--- src/rtl/audio_rx_pkg.sv ---
package audio_rx_pkg;
  typedef enum logic [1:0] {
    FMT_RJ  = 2'b00,
    FMT_I2S = 2'b01,
    FMT_LJ  = 2'b10,
    FMT_DSP = 2'b11
  } fmt_e;
endpackage

--- src/rtl/audio_rx_sync.sv ---
module audio_rx_sync #(
  parameter int unsigned WIDTH  = 3,
  parameter int unsigned STAGES = 2
) (
  input  logic             clk_i,
  input  logic             rst_ni,
  input  logic [WIDTH-1:0] d_i,
  output logic [WIDTH-1:0] q_o
);
  logic [WIDTH-1:0] stg_q [STAGES];

  always_ff @(posedge clk_i or negedge rst_ni) begin
    if (!rst_ni) begin
      for (int i = 0; i < STAGES; i++) stg_q[i] <= '0;
    end else begin
      stg_q[0] <= d_i;
      for (int i = 1; i < STAGES; i++) stg_q[i] <= stg_q[i-1];
    end
  end

  assign q_o = stg_q[STAGES-1];
endmodule

--- src/rtl/audio_rx_edge.sv ---
module audio_rx_edge (
  input  logic clk_i,
  input  logic rst_ni,
  input  logic sck_i,
  input  logic fall_sel_i,
  output logic smp_o
);
  logic sck_q;

  always_ff @(posedge clk_i or negedge rst_ni) begin
    if (!rst_ni) sck_q <= 1'b0;
    else         sck_q <= sck_i;
  end

  // rising edge by default, falling edge when selected
  assign smp_o = fall_sel_i ? (sck_q & ~sck_i) : (sck_i & ~sck_q);
endmodule

--- src/rtl/audio_rx_framer.sv ---
module audio_rx_framer
  import audio_rx_pkg::*;
#(
  parameter int unsigned SAMPLE_W = 24,
  parameter int unsigned RJ_SLOT  = 32,
  parameter int unsigned POS_W    = 6
) (
  input  logic                clk_i,
  input  logic                rst_ni,
  input  fmt_e                fmt_i,
  input  logic [1:0]          len_i,
  input  logic                packed_i,
  input  logic                smp_i,
  input  logic                ws_i,
  input  logic                sd_i,
  output logic                done_o,
  output logic                done_left_o,
  output logic [SAMPLE_W-1:0] done_word_o
);
  localparam int unsigned NB_W  = $clog2(SAMPLE_W + 1);
  localparam int unsigned LEN_B = SAMPLE_W - 4;
  localparam int unsigned LEN_C = SAMPLE_W - 8;

  logic                ws_last_q, armed_q, cur_left_q;
  logic [POS_W-1:0]    cnt_q, pos_now, start_pos;
  logic [NB_W-1:0]     nbits_q, nbits_base, limit, rj_len;
  logic [SAMPLE_W-1:0] word_q, word_base;
  logic                is_dsp, boundary, take;

  always_comb begin
    case (len_i)
      2'b01:   rj_len = NB_W'(LEN_B);
      2'b10:   rj_len = NB_W'(LEN_C);
      default: rj_len = NB_W'(SAMPLE_W);
    endcase
  end

  always_comb begin
    start_pos = '0;
    limit     = NB_W'(SAMPLE_W);
    case (fmt_i)
      FMT_I2S: start_pos = POS_W'(1);
      FMT_RJ: begin
        if (!packed_i) begin
          start_pos = POS_W'(RJ_SLOT) - POS_W'(rj_len);
          limit     = rj_len;
        end
      end
      default: ;
    endcase
  end

  assign is_dsp     = (fmt_i == FMT_DSP);
  // DSP: a half starts on a rising pulse; otherwise on any level change
  assign boundary   = smp_i & (is_dsp ? (ws_i & ~ws_last_q) : (ws_i ^ ws_last_q));
  assign pos_now    = boundary ? '0 : ((&cnt_q) ? cnt_q : cnt_q + 1'b1);
  assign nbits_base = boundary ? '0 : nbits_q;
  assign word_base  = boundary ? '0 : word_q;
  assign take       = smp_i & (pos_now >= start_pos) & (nbits_base < limit)
                    & ~(is_dsp & ws_i);

  always_ff @(posedge clk_i or negedge rst_ni) begin
    if (!rst_ni) begin
      ws_last_q  <= 1'b0;
      armed_q    <= 1'b0;
      cur_left_q <= 1'b0;
      cnt_q      <= '0;
      nbits_q    <= '0;
      word_q     <= '0;
    end else if (smp_i) begin
      ws_last_q <= ws_i;
      cnt_q     <= pos_now;
      nbits_q   <= nbits_base + NB_W'(take);
      word_q    <= take ? {word_base[SAMPLE_W-2:0], sd_i} : word_base;
      if (boundary) begin
        armed_q    <= 1'b1;
        cur_left_q <= is_dsp ? (~armed_q | ~cur_left_q)
                             : ((fmt_i == FMT_I2S) ? ~ws_i : ws_i);
      end
    end
  end

  assign done_o      = boundary & armed_q;
  assign done_left_o = cur_left_q;
  assign done_word_o = word_q << (NB_W'(SAMPLE_W) - nbits_q);
endmodule

--- src/rtl/audio_rx_pair.sv ---
module audio_rx_pair #(
  parameter int unsigned SAMPLE_W = 24
) (
  input  logic                clk_i,
  input  logic                rst_ni,
  input  logic                done_i,
  input  logic                done_left_i,
  input  logic [SAMPLE_W-1:0] done_word_i,
  output logic [SAMPLE_W-1:0] left_o,
  output logic [SAMPLE_W-1:0] right_o,
  output logic                valid_o
);
  logic [SAMPLE_W-1:0] left_hold_q;
  logic                left_ok_q;

  always_ff @(posedge clk_i or negedge rst_ni) begin
    if (!rst_ni) begin
      left_hold_q <= '0;
      left_ok_q   <= 1'b0;
      left_o      <= '0;
      right_o     <= '0;
      valid_o     <= 1'b0;
    end else begin
      valid_o <= 1'b0;
      if (done_i && done_left_i) begin
        left_hold_q <= done_word_i;
        left_ok_q   <= 1'b1;
      end else if (done_i && left_ok_q) begin
        left_o    <= left_hold_q;
        right_o   <= done_word_i;
        valid_o   <= 1'b1;
        left_ok_q <= 1'b0;
      end
    end
  end
endmodule

--- src/rtl/audio_rx_top.sv ---
module audio_rx_top
  import audio_rx_pkg::*;
#(
  parameter int unsigned SAMPLE_W    = 24,
  parameter int unsigned RJ_SLOT     = 32,
  parameter int unsigned POS_W       = 6,
  parameter int unsigned SYNC_STAGES = 2
) (
  input  logic                clk_i,
  input  logic                rst_ni,
  input  logic [1:0]          fmt_i,
  input  logic [1:0]          len_i,
  input  logic                packed_i,
  input  logic                sck_i,
  input  logic                ws_i,
  input  logic                sd_i,
  output logic [SAMPLE_W-1:0] left_o,
  output logic [SAMPLE_W-1:0] right_o,
  output logic                valid_o
);
  localparam int unsigned N_SER = 3;

  logic [N_SER-1:0]    ser_s;
  logic                smp_w, done_w, done_left_w;
  logic [SAMPLE_W-1:0] done_word_w;
  fmt_e                fmt_w;

  assign fmt_w = fmt_e'(fmt_i);

  audio_rx_sync #(.WIDTH(N_SER), .STAGES(SYNC_STAGES)) i_sync (
    .clk_i (clk_i),
    .rst_ni(rst_ni),
    .d_i   ({sck_i, ws_i, sd_i}),
    .q_o   (ser_s)
  );

  audio_rx_edge i_edge (
    .clk_i     (clk_i),
    .rst_ni    (rst_ni),
    .sck_i     (ser_s[2]),
    .fall_sel_i(fmt_w == FMT_DSP),
    .smp_o     (smp_w)
  );

  audio_rx_framer #(.SAMPLE_W(SAMPLE_W), .RJ_SLOT(RJ_SLOT), .POS_W(POS_W)) i_framer (
    .clk_i      (clk_i),
    .rst_ni     (rst_ni),
    .fmt_i      (fmt_w),
    .len_i      (len_i),
    .packed_i   (packed_i),
    .smp_i      (smp_w),
    .ws_i       (ser_s[1]),
    .sd_i       (ser_s[0]),
    .done_o     (done_w),
    .done_left_o(done_left_w),
    .done_word_o(done_word_w)
  );

  audio_rx_pair #(.SAMPLE_W(SAMPLE_W)) i_pair (
    .clk_i      (clk_i),
    .rst_ni     (rst_ni),
    .done_i     (done_w),
    .done_left_i(done_left_w),
    .done_word_i(done_word_w),
    .left_o     (left_o),
    .right_o    (right_o),
    .valid_o    (valid_o)
  );
endmodule

--- config.mk ---
export PLATFORM = sky130hd
export DESIGN_NAME = audio_rx_top
export DESIGN_NICKNAME = d
export VERILOG_FILES = /design/src/rtl/audio_rx_pkg.sv /design/src/rtl/audio_rx_sync.sv /design/src/rtl/audio_rx_edge.sv /design/src/rtl/audio_rx_framer.sv /design/src/rtl/audio_rx_pair.sv /design/src/rtl/audio_rx_top.sv
export SDC_FILE = /design/constraint.sdc
export NUM_CORES = 1
export LEC_CHECK = 0
export ABC_AREA = 1
export BUFFER_PORTS_ARGS = -buffer_cell sky130_fd_sc_hd__buf_2
export CAP_MARGIN = 20
export CELL_PAD_IN_SITES_DETAIL_PLACEMENT = 2
export CELL_PAD_IN_SITES_GLOBAL_PLACEMENT = 2
export CORE_MARGIN = 1
export CORE_UTILIZATION = 30
export CTS_CLUSTER_DIAMETER = 120
export CTS_CLUSTER_SIZE = 28
export DETAILED_ROUTE_END_ITERATION = 10
export PLACE_DENSITY_LB_ADDON = 0.1
export SLEW_MARGIN = 20
export SYNTH_ARGS = -nofsm -noshare
export SYNTH_HDL_FRONTEND = slang
export SYNTH_SLANG_ARGS = --single-unit
--- constraint.sdc ---
create_clock -name clk_i -period 4.6 [get_ports clk_i]
set_clock_uncertainty 0.1 [all_clocks]
set_input_delay 0.46 -clock clk_i [delete_from_list [all_inputs] [get_ports clk_i]]
set_output_delay 0.46 -clock clk_i [all_outputs]
set_load 0.01 [all_outputs]
==> After elaboration in Yosys (flattened, before gate mapping) <==
Cells that the tools add are included.
{ "word_totals": {"inputBits": 10, "regBits": 119, "output_inout_bits": 49, "wordCells": 72} }
{ "op_classes": {"n_shift": 1, "n_bitwise": 19, "eq_ne": 4, "muxes": 18, "addsub": 4, "n_lt_le_gt_ge": 2, "n_reduce_logical": 9} }
{ "ops": {"columns": ["operator", "count"], "rows": [
  ["two-way mux 24 bit", 2],
  ["<< shifter 24 x 5 -> 24 bit", 1],
  ["two-way mux 6 bit", 3],
  ["one-hot mux 6 bit (2 select lines)", 1],
  ["two-way mux 5 bit", 2],
  ["bitwise AND 1 bit", 9],
  ["two-way mux 1 bit", 8],
  ["inverter 1 bit", 8],
  ["one-hot mux 4 bit (2 select lines)", 1],
  ["adder 6 x 1 -> 6 bit (second input constant)", 1],
  ["greater-or-equal comparator 6 bit", 1],
  ["AND reduction 2 bit", 3],
  ["AND reduction 6 bit", 1],
  ["subtractor 6 x 5 -> 6 bit (first input constant)", 1],
  ["adder 5 x 1 -> 5 bit", 1],
  ["< comparator 5 bit", 1],
  ["subtractor 5 bit (first input constant)", 1],
  ["equality test 2 x 1 -> 1 bit (second input constant)", 2],
  ["equality test 2 bit (second input constant)", 2],
  ["two-way mux 4 bit", 1],
  ["nonzero test 2 bit", 2],
  ["logical AND 1 bit", 2],
  ["logical NOT 2 bit", 1],
  ["OR 1 bit", 1],
  ["XOR 1 bit", 1]
]} }

==> Longest topological paths before layout <==
{ "logic_depth": {"word_depth": 11, "depth_mapped": 26, "depth_no_buf": 25} }

==> Modules after synthesis <==
A second synthesis with hierarchy kept.
{ "hier_totals": {"cells_unflattened": 891, "hier_area_um2": 6586.3} }
{ "modules_own_cells": {"columns": ["module", "n_inst", "area_each_um2", "seq_area_each_um2", "cells_per_inst"], "rows": [
  ["audio_rx_framer", 1, 3345.7, 950.9, 548],
  ["audio_rx_pair", 1, 3010.4, 1851.8, 325],
  ["audio_rx_sync", 1, 172.7, 150.1, 9],
  ["audio_rx_edge", 1, 50.0, 25.0, 7],
  ["audio_rx_top", 1, 7.5, 0.0, 2]
]} }

==> Least setup slack after synthesis <==
Ideal clock, no wire load.
{ "synth_path": {"kind": "register to register", "from": "reg i_sync.stg_q, in the netlist i_sync.q_o[1]", "to": "reg i_framer.nbits_q[4]", "stages_incl_launch_ff": 25, "path_buffers": 2, "period_less_slack_ps": 3180, "setup_time_ps": 134, "t_arrival_ps": 2946, "path_slack_ps": 1420, "t_required_ps": 4366, "cell_sequence": "dfrtp_1 -> ha_1 -> inv_1 -> nand2_1 -> nand2_1 -> nand3_2 -> inv_2 -> clkbuf_1 -> a21oi_1 -> ha_1 -> nand2_1 -> inv_1 -> nand2_1 -> nand2_1 -> nand2_1 -> nand2_1 -> nand2_4 -> buf_6 -> inv_1 -> ha_1 -> ha_1 -> inv_1 -> nor2_1 -> nand3_1 -> mux2i_1"} }
{ "synth_between": {"elab_chain_len": 9, "elab_cells_between_ends": 14, "classes_between": "add/sub (1); order compare (2); mux (3); bitwise (8)"} }
{ "synth_rtl": {"columns": ["element", "line_no", "source"], "rows": [
  ["start, declared", "audio_rx_sync.sv:10", "logic [WIDTH-1:0] stg_q [STAGES];"],
  ["XOR 1 bit or bitwise AND 1 bit (tied branches)", "audio_rx_framer.sv:55", "assign boundary = smp_i & (is_dsp ? (ws_i & ~ws_last_q) : (ws_i ^ ws_last_q));"],
  ["two-way mux 1 bit (*)", "audio_rx_framer.sv:55", null],
  ["bitwise AND 1 bit (*)", "audio_rx_framer.sv:55", null],
  ["two-way mux 6 bit (*)", "audio_rx_framer.sv:56", "assign pos_now = boundary ? '0 : ((&cnt_q) ? cnt_q : cnt_q + 1'b1);"],
  ["via i_framer.pos_now[2]", "audio_rx_framer.sv:25", "logic [POS_W-1:0] cnt_q, pos_now, start_pos;"],
  ["greater-or-equal comparator 6 bit (*)", "audio_rx_framer.sv:59", "assign take = smp_i & (pos_now >= start_pos) & (nbits_base < limit)"],
  ["bitwise AND 1 bit (*) (2 in series)", "audio_rx_framer.sv:59", null],
  ["bitwise AND 1 bit (*)", "audio_rx_framer.sv:60", "& ~(is_dsp & ws_i);"],
  ["adder 5 x 1 -> 5 bit (*)", "audio_rx_framer.sv:73", "nbits_q <= nbits_base + NB_W'(take);"],
  ["end signal, assigned", "audio_rx_framer.sv:73", null],
  ["end, declared", "audio_rx_framer.sv:26", "logic [NB_W-1:0] nbits_q, nbits_base, limit, rj_len;"]
]} }
The timed path passes the listed nets; every way through them passes the cells marked *.
A chain may end at the register's enable or synchronous reset.

==> Final worst setup path <==
{ "layout_path": {"from": "reg i_sync.stg_q, in the netlist i_sync.q_o[1]", "to": "reg i_framer.nbits_q[4]"} }
{ "layout_between": {"elab_chain_len": 9, "elab_cells_between_ends": 14, "classes_between": "add/sub (1); order compare (2); mux (3); bitwise (8)"} }
{ "layout_rtl": {"columns": ["element", "line_no"], "rows": [
  ["XOR 1 bit or bitwise AND 1 bit (tied branches)", "audio_rx_framer.sv:55"],
  ["two-way mux 1 bit", "audio_rx_framer.sv:55"],
  ["bitwise AND 1 bit", "audio_rx_framer.sv:55"],
  ["two-way mux 6 bit", "audio_rx_framer.sv:56"],
  ["greater-or-equal comparator 6 bit", "audio_rx_framer.sv:59"],
  ["bitwise AND 1 bit (2 in series)", "audio_rx_framer.sv:59"],
  ["bitwise AND 1 bit", "audio_rx_framer.sv:60"],
  ["adder 5 x 1 -> 5 bit (*)", "audio_rx_framer.sv:73"]
]} }
Mark *: on every way between the ends. The rest lies on a longest branch, timed or not.

==> flow_metrics.tcl <==
set metrics [dict create \
    status "complete, no violations" \
    p_leak_nw 3.78 \
    cts_resized 0 \
    start_util_pct 30.7 \
    endpoint_kind "flop" \
    multiInputGateArea_um2 2770 \
    use_met1_pct 25.1 \
    drv_cap 0 \
    cts_root_buf "clkbuf_16" \
    die-area_um2 21400 \
    hold_start "sck_i" \
    boundaryPins 59 \
    fmax_mhz 271 \
    grt_pass1_vias 6061 \
    grt_pass1_wl_um 31800 \
    core_um2 20300 \
    timing.rr.start "i_sync.q_o[1]$_DFF_PN0_" \
    final_layout_size_suffix_gt1_share_pct 13.2 \
    place_inst 1133 \
    avgSynthCellArea_um2 7.43 \
    synth_ff_type "dfrtp_1" \
    synth.largest_area_cell "dfrtp_1" \
    slowest_stage "dfrtp_1" \
    area_delta_synth_final_pct 16.9 \
    yosysWarnings 0 \
    gr-total-overflow 0 \
    period_share_pct 80.3 \
    hold_depth 1 \
    cp_num_buf_inv 5 \
    arrival_ns 3.94 \
    core.rowCount 52 \
    hold_viol 0 \
    crit_fanout 25 \
    rsz0062_at_grt "no" \
    worstPathRequired_ns 4.84 \
    synth_area_um2 6240 \
    reg2reg_depth 24 \
    cts_made_buffers 17 \
    cpPeakStageDelay_ns 0.43 \
    cp_top_family "simple AND/OR/NAND/NOR gates" \
    grt_usage_pct 18.7 \
    path_class "reg2reg" \
    rr_endpoint "i_framer.nbits_q[4]$_DFFE_PN0P_" \
    wire_per_inst_um 16.3 \
    dieWidth_um 146 \
    grt_max_degree 67 \
    peakVddDrop_mv 0.262 \
    synth_most_common_cell "nand2_1" \
    cp-start-kind "flop" \
    htree_levels 4 \
    fill_cells 2430 \
    synth_top_area_share_pct 47.7 \
    routed_wl_um 19000 \
    via_count 5628 \
    period_minus_slack_ns 3.69 \
    synthTopCellsByArea "dfrtp_1 48%, nand2_1 19%, nand3_1 7.4%" \
    final_util_pct 35.9 \
    antenna_cells 0 \
    top_usage_layer "met2" \
    tightest_slew_ns 1.04 \
    synth-edff-count 0 \
    synth-seq-cells 119 \
    syn_inst 839 \
    max-clock-path-buffers 2 \
    rrSetupSlack_ns 0.91 \
    synth_common_cells "321 x nand2_1, 119 x dfrtp_1, 92 x nand3_1, 75 x o21ai_0, 64 x inv_1" \
    crit_path_frequent_cell "nand2_1" \
    port_buffers 58 \
    antenna_found_initial 0 \
    finalWorstSetupSlack_ns 0.906 \
    async_flop_share_pct 100 \
    final_nets 905 \
    yosys.cell_types.count 33 \
    place_ws_ns 0.896 \
    drt_first_pass_iters 4 \
    viasPerCell 4.83 \
    setup_viol 0 \
    use_met2_pct 31.0 \
    dieHeight_um 146 \
    path_cells "ha_1, inv_1, nand2_1, nand2_1, nand3_2, inv_2, a21oi_1, o21ai_0, ha_1, nor2_1, nand2_1, nand2_1, nand2_1, nand2_1, nand2_1, buf_4, nand2_4, inv_1, ha_1, ha_1, inv_1, nor2_1, nand3_1, mux2i_1" \
    hold_class "in2reg" \
    cts_setup_buffers 0 \
    stdcell_count 1166 \
    synth_seq_area_share_pct 47.7 \
    timing.slew.headroom_pct 30.8 \
    regArea_um2 2980 \
    drtAntennaViolNets 0 \
    drc 0 \
    slew_violations 0 \
    postCtsHoldBufs 1 \
    clk_pin_slew_ns 0.07 \
    cts_tree "yes" \
    holdPathEnd "i_sync.stg_q[5]$_DFF_PN0_" \
    syn-num-nets 861 \
    hpwl_um 13600 \
    place.gp.congestion 0.766 \
    fin_setup_tns_ns 0 \
    drtIter0Drc 168 \
    power_density_nw_per_um2 624 \
    cts.sink_count 119 \
    clock_latency_ns 0.42 \
    grtUsageMet3_pct 3.19 \
]
## power breakdown
group / internal [mW] / switching [mW] / leakage [nW]
Combinational: 0.580 / 1.39 / 1.91
Clock: 0.704 / 0.554 / 0.258
Sequential: 1.21 / 0.104 / 1.61
Total: 2.50 / 2.05 / 3.78
## kinds of logic (layout without fill, tap and decap cells)
| family | count (synthesis) | count (layout) | synth area share (%) |
|---|---|---|---|
| flops | 119 | 119 | 47.7 |
| buf+inv | 115 | 172 | 7.78 |
| xor+xnor | 6 | 6 | 1.14 |
| compound gates | 114 | 114 | 9.57 |
| mux | 1 | 1 | 0.160 |
| simple gates | 472 | 472 | 31.2 |
| fa+ha+maj | 12 | 12 | 2.41 |
## worst max path at each step
stage	start	to	slack, ns	cells after the start
final	i_sync.q_o[1]$_DFF_PN0_	i_framer.nbits_q[4]$_DFFE_PN0P_	0.91	24
after global routing	i_sync.q_o[1]$_DFF_PN0_	i_framer.nbits_q[4]$_DFFE_PN0P_	0.59	24
after CTS	i_sync.q_o[1]$_DFF_PN0_	i_framer.nbits_q[4]$_DFFE_PN0P_	0.85	24
after detailed placement	i_sync.q_o[1]$_DFF_PN0_	i_framer.nbits_q[4]$_DFFE_PN0P_	0.90	24
after global placement	i_sync.q_o[1]$_DFF_PN0_	i_framer.nbits_q[4]$_DFFE_PN0P_	1.19	24
after floorplan	i_sync.q_o[1]$_DFF_PN0_	i_framer.nbits_q[4]$_DFFE_PN0P_	1.42	24
## worst reg2reg max path, delay by kind of cell (launching register included)
kind	cells	cell delay (ns)
simple gates	12	1.06
fa+ha+maj	4	0.98
buf+inv	5	0.67
flops	1	0.43
mux	1	0.20
compound gates	2	0.18
## registers in the layout (all words and copies together) (netlist names), 3 cells and up
| signal | cells |
|---|---|
| i_framer.cnt_q | 6 |
| i_framer.nbits_q | 5 |
| i_framer.word_q | 24 |
| i_pair.left_hold_q | 24 |
| i_pair.left_o | 24 |
| i_pair.right_o | 24 |
| i_sync.q_o | 3 |
| i_sync.stg_q | 3 |
## final cells by class
cell class | count | area share [%]
clock buffers | 18 | 5.89
clock inverters | 14 | 1.63
inverters | 69 | 3.55
multi-input cells | 605 | 38.1
flip-flops and latches | 119 | 40.9
well taps | 270 | 4.63
repair buffers | 71 | 5.39
## cell usage in the layout (no fill, tap or decap), drive strengths merged
| master | instances |
|---|---|
| a21oi | 11 |
| clkinv | 3 |
| nor3 | 3 |
| xnor2 | 3 |
| dfrtp | 119 |
| a31oi | 2 |
| o21ai | 96 |
| mux2i | 1 |
| nand2 | 323 |
| inv | 76 |
| nand3 | 93 |
| dlygate4sd3 | 1 |
| o21bai | 2 |
| clkbuf | 18 |
| o211ai | 3 |
| nand4 | 3 |
| clkinvlp | 4 |
| xor2 | 3 |
| nor2 | 46 |
| ha | 12 |
| buf | 70 |
| or2 | 4 |
## metrics by stage
stage          area (um2)  hold slack, ns  total power [mW]
6_report             7290          0.0468              4.55
5_1_grt              7290          0.0301              4.93
3_3_place_gp         6730           0.240              3.27
2_1_floorplan        6240          0.0644              2.74
4_1_cts              7290          0.0229              4.64
3_5_place_dp         6730           0.238              3.35
## routing by layer
layer	part of all wire [%]	wire length (um)
met1	50	9380
met2	48	9050
met3	2.0	375
met4	0.78	148
met5	0	0
No activity file was read; power rests on OpenSTA's default activity.
